--- src/rtl/board_io_pkg.sv ---
package board_io_pkg;
    localparam logic [31:0] ADDR_DISP = 32'hF000_0000;
    localparam logic [31:0] ADDR_LED  = 32'hF000_0004;
    localparam logic [31:0] ADDR_KEY  = 32'hF000_0010;
    localparam logic [31:0] ADDR_SW   = 32'hF000_0014;
    localparam logic [3:0]  REGION_TAG = 4'hF;

    typedef enum logic {
        IDLE_MATCH = 1'b0,
        SETTLING   = 1'b1
    } deb_state_t;
endpackage

--- src/rtl/bio_debounce.sv ---
module bio_debounce #(
    parameter int DEBOUNCE_CYCLES = 500000
) (
    input  logic clk,
    input  logic rst_n,
    input  logic raw_i,
    output logic clean_o
);
    import board_io_pkg::*;

    localparam int CW = (DEBOUNCE_CYCLES > 1) ? $clog2(DEBOUNCE_CYCLES) : 1;
    localparam logic [CW-1:0] LAST = CW'(DEBOUNCE_CYCLES - 1);

    logic       sync1, sync2;
    logic [CW-1:0] cnt;
    deb_state_t state, state_nx;

    always_ff @(posedge clk or negedge rst_n) begin
        if (!rst_n) begin
            sync1 <= 1'b0;
            sync2 <= 1'b0;
        end else begin
            sync1 <= raw_i;
            sync2 <= sync1;
        end
    end

    always_comb begin
        state_nx = state;
        unique case (state)
            IDLE_MATCH: if (sync2 != clean_o) state_nx = SETTLING;
            SETTLING: begin
                if (sync2 == clean_o)  state_nx = IDLE_MATCH;
                else if (cnt == LAST)  state_nx = IDLE_MATCH;
            end
        endcase
    end

    always_ff @(posedge clk or negedge rst_n) begin
        if (!rst_n) state <= IDLE_MATCH;
        else        state <= state_nx;
    end

    always_ff @(posedge clk or negedge rst_n) begin
        if (!rst_n) begin
            cnt     <= '0;
            clean_o <= 1'b0;
        end else begin
            unique case (state)
                IDLE_MATCH: cnt <= '0;
                SETTLING: begin
                    if (sync2 != clean_o && cnt == LAST) clean_o <= sync2;
                    cnt <= cnt + 1'b1;
                end
            endcase
        end
    end

    assert_clean_from_settle_R7: assert property (@(posedge clk) disable iff (!rst_n)
        (clean_o != $past(clean_o)) |-> ($past(state) == SETTLING));
    assert_clean_takes_sync_R7: assert property (@(posedge clk) disable iff (!rst_n)
        (clean_o != $past(clean_o)) |-> (clean_o == $past(sync2)));
endmodule

--- src/rtl/bio_hex7.sv ---
module bio_hex7 (
    input  logic [3:0] nib_i,
    output logic [6:0] seg_n_o
);
    logic [6:0] lit;

    always_comb begin
        unique case (nib_i)
            4'h0: lit = 7'h3F;
            4'h1: lit = 7'h06;
            4'h2: lit = 7'h5B;
            4'h3: lit = 7'h4F;
            4'h4: lit = 7'h66;
            4'h5: lit = 7'h6D;
            4'h6: lit = 7'h7D;
            4'h7: lit = 7'h07;
            4'h8: lit = 7'h7F;
            4'h9: lit = 7'h6F;
            4'hA: lit = 7'h77;
            4'hB: lit = 7'h7C;
            4'hC: lit = 7'h39;
            4'hD: lit = 7'h5E;
            4'hE: lit = 7'h79;
            4'hF: lit = 7'h71;
        endcase
        seg_n_o = ~lit;
    end

    always_comb begin
        assert_digit_not_dark_R4: assert (seg_n_o != 7'h7F);
    end
endmodule

--- src/rtl/bio_regs.sv ---
module bio_regs #(
    parameter int DISP_W = 16,
    parameter int LED_W  = 10,
    parameter int KEY_W  = 4,
    parameter int SW_W   = 10
) (
    input  logic              clk,
    input  logic              rst_n,
    input  logic [31:0]       addr_i,
    input  logic [31:0]       wdata_i,
    input  logic              we_i,
    input  logic [KEY_W-1:0]  key_pressed_i,
    input  logic [SW_W-1:0]   sw_clean_i,
    output logic [31:0]       rdata_o,
    output logic              hit_o,
    output logic [DISP_W-1:0] disp_o,
    output logic [LED_W-1:0]  led_o
);
    import board_io_pkg::*;

    logic sel_disp, sel_led, sel_key, sel_sw;

    assign hit_o    = (addr_i[31:28] == REGION_TAG);
    assign sel_disp = (addr_i == ADDR_DISP);
    assign sel_led  = (addr_i == ADDR_LED);
    assign sel_key  = (addr_i == ADDR_KEY);
    assign sel_sw   = (addr_i == ADDR_SW);

    always_ff @(posedge clk or negedge rst_n) begin
        if (!rst_n) begin
            disp_o <= '0;
            led_o  <= '0;
        end else if (we_i) begin
            if (sel_disp) disp_o <= wdata_i[DISP_W-1:0];
            if (sel_led)  led_o  <= wdata_i[LED_W-1:0];
        end
    end

    always_comb begin
        rdata_o = '0;
        if (sel_disp)     rdata_o = 32'(disp_o);
        else if (sel_led) rdata_o = 32'(led_o);
        else if (sel_key) rdata_o = 32'(key_pressed_i);
        else if (sel_sw)  rdata_o = 32'(sw_clean_i);
    end

    assert_disp_hold_R9: assert property (@(posedge clk) disable iff (!rst_n)
        !$past(we_i) |-> $stable(disp_o));
    assert_led_hold_R9: assert property (@(posedge clk) disable iff (!rst_n)
        !$past(we_i) |-> $stable(led_o));
    assert_miss_reads_zero_R8: assert property (@(posedge clk) disable iff (!rst_n)
        !hit_o |-> (rdata_o == 32'd0));
    assert_unmapped_write_ignored_R8: assert property (@(posedge clk) disable iff (!rst_n)
        $past(!sel_disp && !sel_led) |-> ($stable(disp_o) && $stable(led_o)));
endmodule

--- src/rtl/board_io_ctrl.sv ---
module board_io_ctrl #(
    parameter int DEBOUNCE_CYCLES = 500000
) (
    input  logic        clk,
    input  logic        rst_n,
    input  logic [31:0] bus_addr,
    input  logic [31:0] bus_wdata,
    input  logic        bus_we,
    output logic [31:0] bus_rdata,
    output logic        bus_hit,
    input  logic [3:0]  key_n_i,
    input  logic [9:0]  sw_i,
    output logic [27:0] hex_seg_o,
    output logic [9:0]  led_o
);
    localparam int DIGITS = 4;
    localparam int KEY_W  = 4;
    localparam int SW_W   = 10;
    localparam int DISP_W = DIGITS * 4;

    logic [KEY_W-1:0]  key_s1, key_s2;
    logic [SW_W-1:0]   sw_clean;
    logic [DISP_W-1:0] disp;

    always_ff @(posedge clk or negedge rst_n) begin
        if (!rst_n) begin
            key_s1 <= '0;
            key_s2 <= '0;
        end else begin
            key_s1 <= ~key_n_i;
            key_s2 <= key_s1;
        end
    end

    for (genvar i = 0; i < SW_W; i++) begin : g_sw
        bio_debounce #(.DEBOUNCE_CYCLES(DEBOUNCE_CYCLES)) u_deb (
            .clk     (clk),
            .rst_n   (rst_n),
            .raw_i   (sw_i[i]),
            .clean_o (sw_clean[i])
        );
    end

    for (genvar d = 0; d < DIGITS; d++) begin : g_dig
        bio_hex7 u_hex (
            .nib_i   (disp[4*d +: 4]),
            .seg_n_o (hex_seg_o[7*d +: 7])
        );
    end

    bio_regs #(
        .DISP_W(DISP_W), .LED_W(10), .KEY_W(KEY_W), .SW_W(SW_W)
    ) u_regs (
        .clk           (clk),
        .rst_n         (rst_n),
        .addr_i        (bus_addr),
        .wdata_i       (bus_wdata),
        .we_i          (bus_we),
        .key_pressed_i (key_s2),
        .sw_clean_i    (sw_clean),
        .rdata_o       (bus_rdata),
        .hit_o         (bus_hit),
        .disp_o        (disp),
        .led_o         (led_o)
    );
endmodule

--- config.mk ---
export PLATFORM = sky130hd
export DESIGN_NAME = board_io_ctrl
export DESIGN_NICKNAME = d
export VERILOG_FILES = /design/src/rtl/board_io_pkg.sv /design/src/rtl/bio_debounce.sv /design/src/rtl/bio_hex7.sv /design/src/rtl/bio_regs.sv /design/src/rtl/board_io_ctrl.sv
export SDC_FILE = /design/constraint.sdc
export NUM_CORES = 1
export LEC_CHECK = 0
export ABC_AREA = 1
export BUFFER_PORTS_ARGS = -buffer_cell sky130_fd_sc_hd__clkbuf_2
export CORE_UTILIZATION = 30
export DETAILED_ROUTE_END_ITERATION = 10
export REMOVE_ABC_BUFFERS = 1
export SLEW_MARGIN = 15
export SYNTH_ARGS = -nofsm -noshare
export SYNTH_HDL_FRONTEND = slang
export SYNTH_SLANG_ARGS = --single-unit
export TNS_END_PERCENT = 5
--- constraint.sdc ---
create_clock -name clk -period 2.5 [get_ports clk]
set_input_delay 0.75 -clock clk [delete_from_list [all_inputs] [get_ports clk]]
set_output_delay 0.75 -clock clk [all_outputs]
set_load 0.01 [all_outputs]
Yosys cells after proc, flatten, opt, wreduce, memory -nomap -nowiden
Memory sizes are Yosys's and may differ from the RTL's. Cells that the tools add are included.

Bits in registers: 264. Memory bits (read-only): 448. Output and inout bits: 71. Memories kept: 4.

Memories: (no name shown) (depth 16, bits a word 7, read ports 1, clocked after memory_dff 0, wr ports 0, RTL line bio_hex7.sv:8) `unique case (nib_i)`; (no name shown) (depth 16, bits a word 7, read ports 1, clocked after memory_dff 0, wr ports 0, RTL line bio_hex7.sv:8); (no name shown) (depth 16, bits a word 7, read ports 1, clocked after memory_dff 0, wr ports 0, RTL line bio_hex7.sv:8); (no name shown) (depth 16, bits a word 7, read ports 1, clocked after memory_dff 0, wr ports 0, RTL line bio_hex7.sv:8).

Add/sub/neg operators: 10. Eq/ne operators: 35. Multiplexer cells: 54. Bitwise logic cells: 15. Reductions and logical operators: 22.

Operator list (count): $pmux W19 S2 (10); $add A19 B1 Y19 const B (10); $eq A19 B19 Y1 const B (10); $eq A32 B32 Y1 const B (4); $mux W32 (3); $mux W1 (30); $not A7 Y7 (4); $reduce_and A2 Y1 (12); $pmux W1 S2 (10); $eq A1 B1 Y1 (10); $logic_and A1 B1 Y1 (10); $mux W10 (1); $ne A1 B1 Y1 (10); $not A1 Y1 (10); $eq A4 B4 Y1 const B (1); $not A4 Y4 (1).

Logic depth before layout (Yosys ltp)
Word-level depth: 5. Depth in mapped cells: 12. Gate-level depth less buffers: 11.

Hierarchy
A second synthesis with hierarchy kept.

Cell total of the unflattened synthesis: 2060. Area total of the unflattened synthesis: 15006.9 µm².

Modules (own cells, without submodules): bio_debounce (instances 10, cells an instance 158, area each 1187.4 µm², sequential area each 575.6 µm²); bio_regs (instances 1, cells an instance 272, area each 1831.8 µm², sequential area each 650.6 µm²); bio_hex7 (g_dig[0].u_hex ...) (instances 2, cells an instance 50, area each 281.5 µm², sequential area each 0.0 µm²); bio_hex7 (g_dig[1].u_hex ...) (instances 2, cells an instance 48, area each 261.5 µm², sequential area each 0.0 µm²); board_io_ctrl (instances 1, cells an instance 12, area each 215.2 µm², sequential area each 200.2 µm²).

Worst setup path after synthesis
No wires, ideal clock.

Path kind: input-to-output. From: input bus_addr[1]. To: output bus_rdata[4]. Arrival time: 1.796 ns. Path slack: -0.046 ns. Stages: 5. Cells stage by stage: or2_4 -> nor3_4 -> nor3b_4 -> nand2_1 -> a21oi_1.

Word-level cells in the longest chain between the ends: 5.

Ends and longest elaborated chain: start, declared (RTL line board_io_ctrl.sv:6) `input logic [31:0] bus_addr,`; $eq A32 B32 Y1 (RTL line bio_regs.sv:27) `assign sel_sw = (addr_i == ADDR_SW);`; $mux W10 (RTL line bio_regs.sv:44) `else if (sel_sw) rdata_o = 32'(sw_clean_i);`; $mux W32 (RTL line bio_regs.sv:43) `else if (sel_key) rdata_o = 32'(key_pressed_i);`; $mux W32 (RTL line bio_regs.sv:42) `else if (sel_led) rdata_o = 32'(led_o);`; $mux W32 * (RTL line bio_regs.sv:41) `if (sel_disp) rdata_o = 32'(disp_o);`; end, declared (RTL line board_io_ctrl.sv:9) `output logic [31:0] bus_rdata,`.

Mark *: on every way between the ends. The rest lies on a longest branch, timed or not.

Worst setup path in the final report
From: input bus_addr[17]. To: output bus_rdata[0].

The elaborated chain is that of the path after synthesis.

==> metrics <==
register bit total from synthesis 264; largest net degree at the start of global routing 61; crit path kind input pin to primary output; Initial Util 30.7%; CTS Root Cell clkbuf_16; Fmax achieved 345 MHz; Site Rows 78; clk sinks 264; worst reg2reg path depth 8; GR Util All Layers 14.3%; drt wl/cell 13.1 um; Max-cap violations 0; Setup WS post-layout -0.398 ns; post-layout instance area 0.0168 mm^2; final WL 33.7 mm; worst slew pin tran 0.556 ns; non-filler cells, final 2,577; nature of the critical path startpoint input pin; Worst EP arrival 2.15 ns; count of final max-slew check failures 0; setup violators final 25; Ports 152; post-synthesis cell count 1,799; Worst Path Max Fanout 5; die area 0.0477 mm^2; register-to-register setup slack 0.69 ns; H-tree levels 1; Routability Congestion 0.870; Die Height 218 um; Synth area leader dfrtp_1; Worst VDD drop 504 uV; Die W 218 um; Final Hold Vio Count 0; Cell variety after synth 46; reg2reg start g_sw[9].u_deb.cnt[0]; Syn-to-layout area delta 19.3%; Rel. slew slack 62.6%; residual DRC count 0; asr flop ratio synth 100%; Inst Count DP 2,522; vias per cell 4.71; Syn Std Cell Area 0.0140 mm^2; Worst R2R End g_sw[9].u_deb.cnt[10]; Post-synth EDFFs 0; initial antenna violation count 0; RSZ-0062 raised after global routing true; vias in the first global route 11.5k; first-pass GRT wire length 56.6 mm; CTS tree yes; status complete, but fails checks; critical path data required time 1.75 ns; final hold slack 0.108 ns; PortBufs 119; Core Util, Final 36.6%; Core Footprint 0.0458 mm^2; antenna violation net count after detailed routing 0; leakage 7.42 nW; dpl ws -0.436 ns; minimum clock period 2.90 ns; DR iter-0 viols 578; clock latency at the later pin of the worst-skew pair 0.57 ns; worst min-delay path class input pin to asynchronous set/reset pin; area post-placement 0.0155 mm^2; Post-synth top flop dfrtp_1; sequential area share after synthesis 47.1%; Final Skew 0.0139 ns; vias post-DR 12.1k; Synth warnings 0; crit path from bus_addr[17]; clock-pin slew on the worst setup and hold paths 0.06 ns; syn_area_per_cell 7.80 um^2; buffers from clock root to sink, at most 3; Final nets 2,066; Area contributors post-synth dfrtp_1, nand2_1, nor2_1; Pre-Repair DR Iteration Count 5; GRT overflow 0; ANT cells 0; pwr dens 553 mW/mm^2; post-synth top area share 47.1%; violated checks negative setup slack; layout cells sized above 1 15.8%; Filler cells 4,669; clock buffer count from CTS 29; dpl hpwl 25.0 mm; CP endpoint kind primary output; Final period util 116%
[final cells by class]
cell class	count	area, um^2	area share (%)
Sequential cell	264	6620	39.5
Multi-Input combinational cell	1290	6580	39.3
Timing Repair Buffer	153	975	5.82
Inverter	217	822	4.91
Clock buffer	38	820	4.89
Tap cell	600	751	4.48
Clock inverter	15	188	1.12
[flip-flops by register name (all words and copies together) (netlist names), 10 cells and up]
signal	count
u_regs.disp_o	16
u_regs.led_o	10
g_sw.u_deb.clean_o	10
g_sw.u_deb.sync1	10
g_sw.u_deb.sync2	10
g_sw.u_deb.state	10
g_sw.u_deb.cnt	190
[what timing repair did]
action                     4_1_cts  5_1_grt
setup endpoints to repair       42       44
buffers inserted                 1        1
hold buffers                     0        0
resized for setup               28       73
pin swaps                        4       18
[synthesized netlist by cell type, types with 2 or more instances]
master / count
nand4_1: 54
a31oi_1: 11
nor2_2: 16
clkbuf_1: 20
o211ai_1: 13
dfrtp_1: 264
buf_6: 2
o211a_1: 3
inv_2: 3
nor2_4: 2
xor2_1: 36
a21oi_1: 96
o21ai_1: 11
and3_1: 2
buf_4: 17
o22ai_1: 2
o21bai_1: 2
nor3_2: 2
nand3_2: 4
inv_1: 210
nand2_2: 8
xnor2_1: 10
clkinv_1: 4
nand3_1: 138
a211oi_1: 5
nor3_4: 2
nor4_1: 18
nor3_1: 50
ha_1: 30
o21ai_2: 10
nor3b_1: 4
buf_2: 4
nand2_1: 341
o21ai_0: 110
nor2_1: 280
o31ai_1: 5
[critical path, cell delays in order]
cell and delay, ns:
clkbuf_2 0.09, nor2_2 0.09, nand2_1 0.06, nor2_2 0.14, nand2_4 0.10, nor2_4 0.25, buf_6 0.17, buf_4 0.11
o211ai_1 0.07, nand2_1 0.12, nand2_1 0.06, buf_2 0.14
[where the power goes]
part | total [mW] | switching (mW) | internal, mW
Combinational | 0.336 | 0.221 | 0.115
Clock | 4.50 | 1.79 | 2.71
Sequential | 4.42 | 0.0809 | 4.34
Total | 9.26 | 2.09 | 7.17
[through the flow]
| stage | power [mW] | TNS, ns |
|---|---|---|
| final | 9.26 | -5.62 |
| after global routing | 9.65 | -8.83 |
| after CTS | 9.41 | -7.24 |
| after detailed placement | 4.85 | -7.50 |
| after global placement | 4.84 | -7.99 |
| after floorplan | 4.61 | -0.644 |
[routing by layer]
layer | up-vias | track usage, % | part of all wire, %
li1 | 6208 | - | -
met1 | 5668 | 19.8 | 48
met2 | 216 | 23.4 | 46
met3 | 41 | 2.09 | 4.1
met4 | 0 | 3.31 | 2.1
met5 | - | 0 | 0
[worst max path at each step]
stage | depth (start not counted) | slack (ns) | to
6_report | 12 | -0.40 | bus_rdata[0]
5_1_grt | 11 | -0.52 | bus_rdata[8]
4_1_cts | 12 | -0.44 | bus_rdata[1]
3_5_place_dp | 11 | -0.44 | bus_rdata[8]
3_3_place_gp | 12 | -0.43 | bus_rdata[2]
2_1_floorplan | 9 | -0.09 | bus_rdata[2]
[logic make-up (layout without fill, tap and decap cells)]
family / after synthesis / in the layout / share of synthesized area (%)
compound gates: 273 / 273 / 10.8
xor+xnor: 46 / 46 / 2.87
fa+ha+maj: 30 / 30 / 2.67
buf+inv: 260 / 423 / 7.55
flops: 264 / 264 / 47.1
other cells: 1 / 16 / 0.0267
simple gates: 925 / 925 / 29.0
[cell usage in the layout (no fill, tap or decap), types with 14 or more instances in the layout]
cell type / n
clkbuf_16: 29
nor2_1: 268
nand4_1: 54
buf_2: 21
nor3_1: 50
inv_1: 197
o21ai_0: 105
conb_1: 16
o21ai_1: 14
nor4_1: 18
xor2_1: 36
nor2_2: 27
clkbuf_2: 94
dfrtp_1: 254
a21oi_1: 91
nand2_1: 336
ha_1: 21
buf_4: 25
nand3_1: 136
Power figures use the tool's default switching activity.
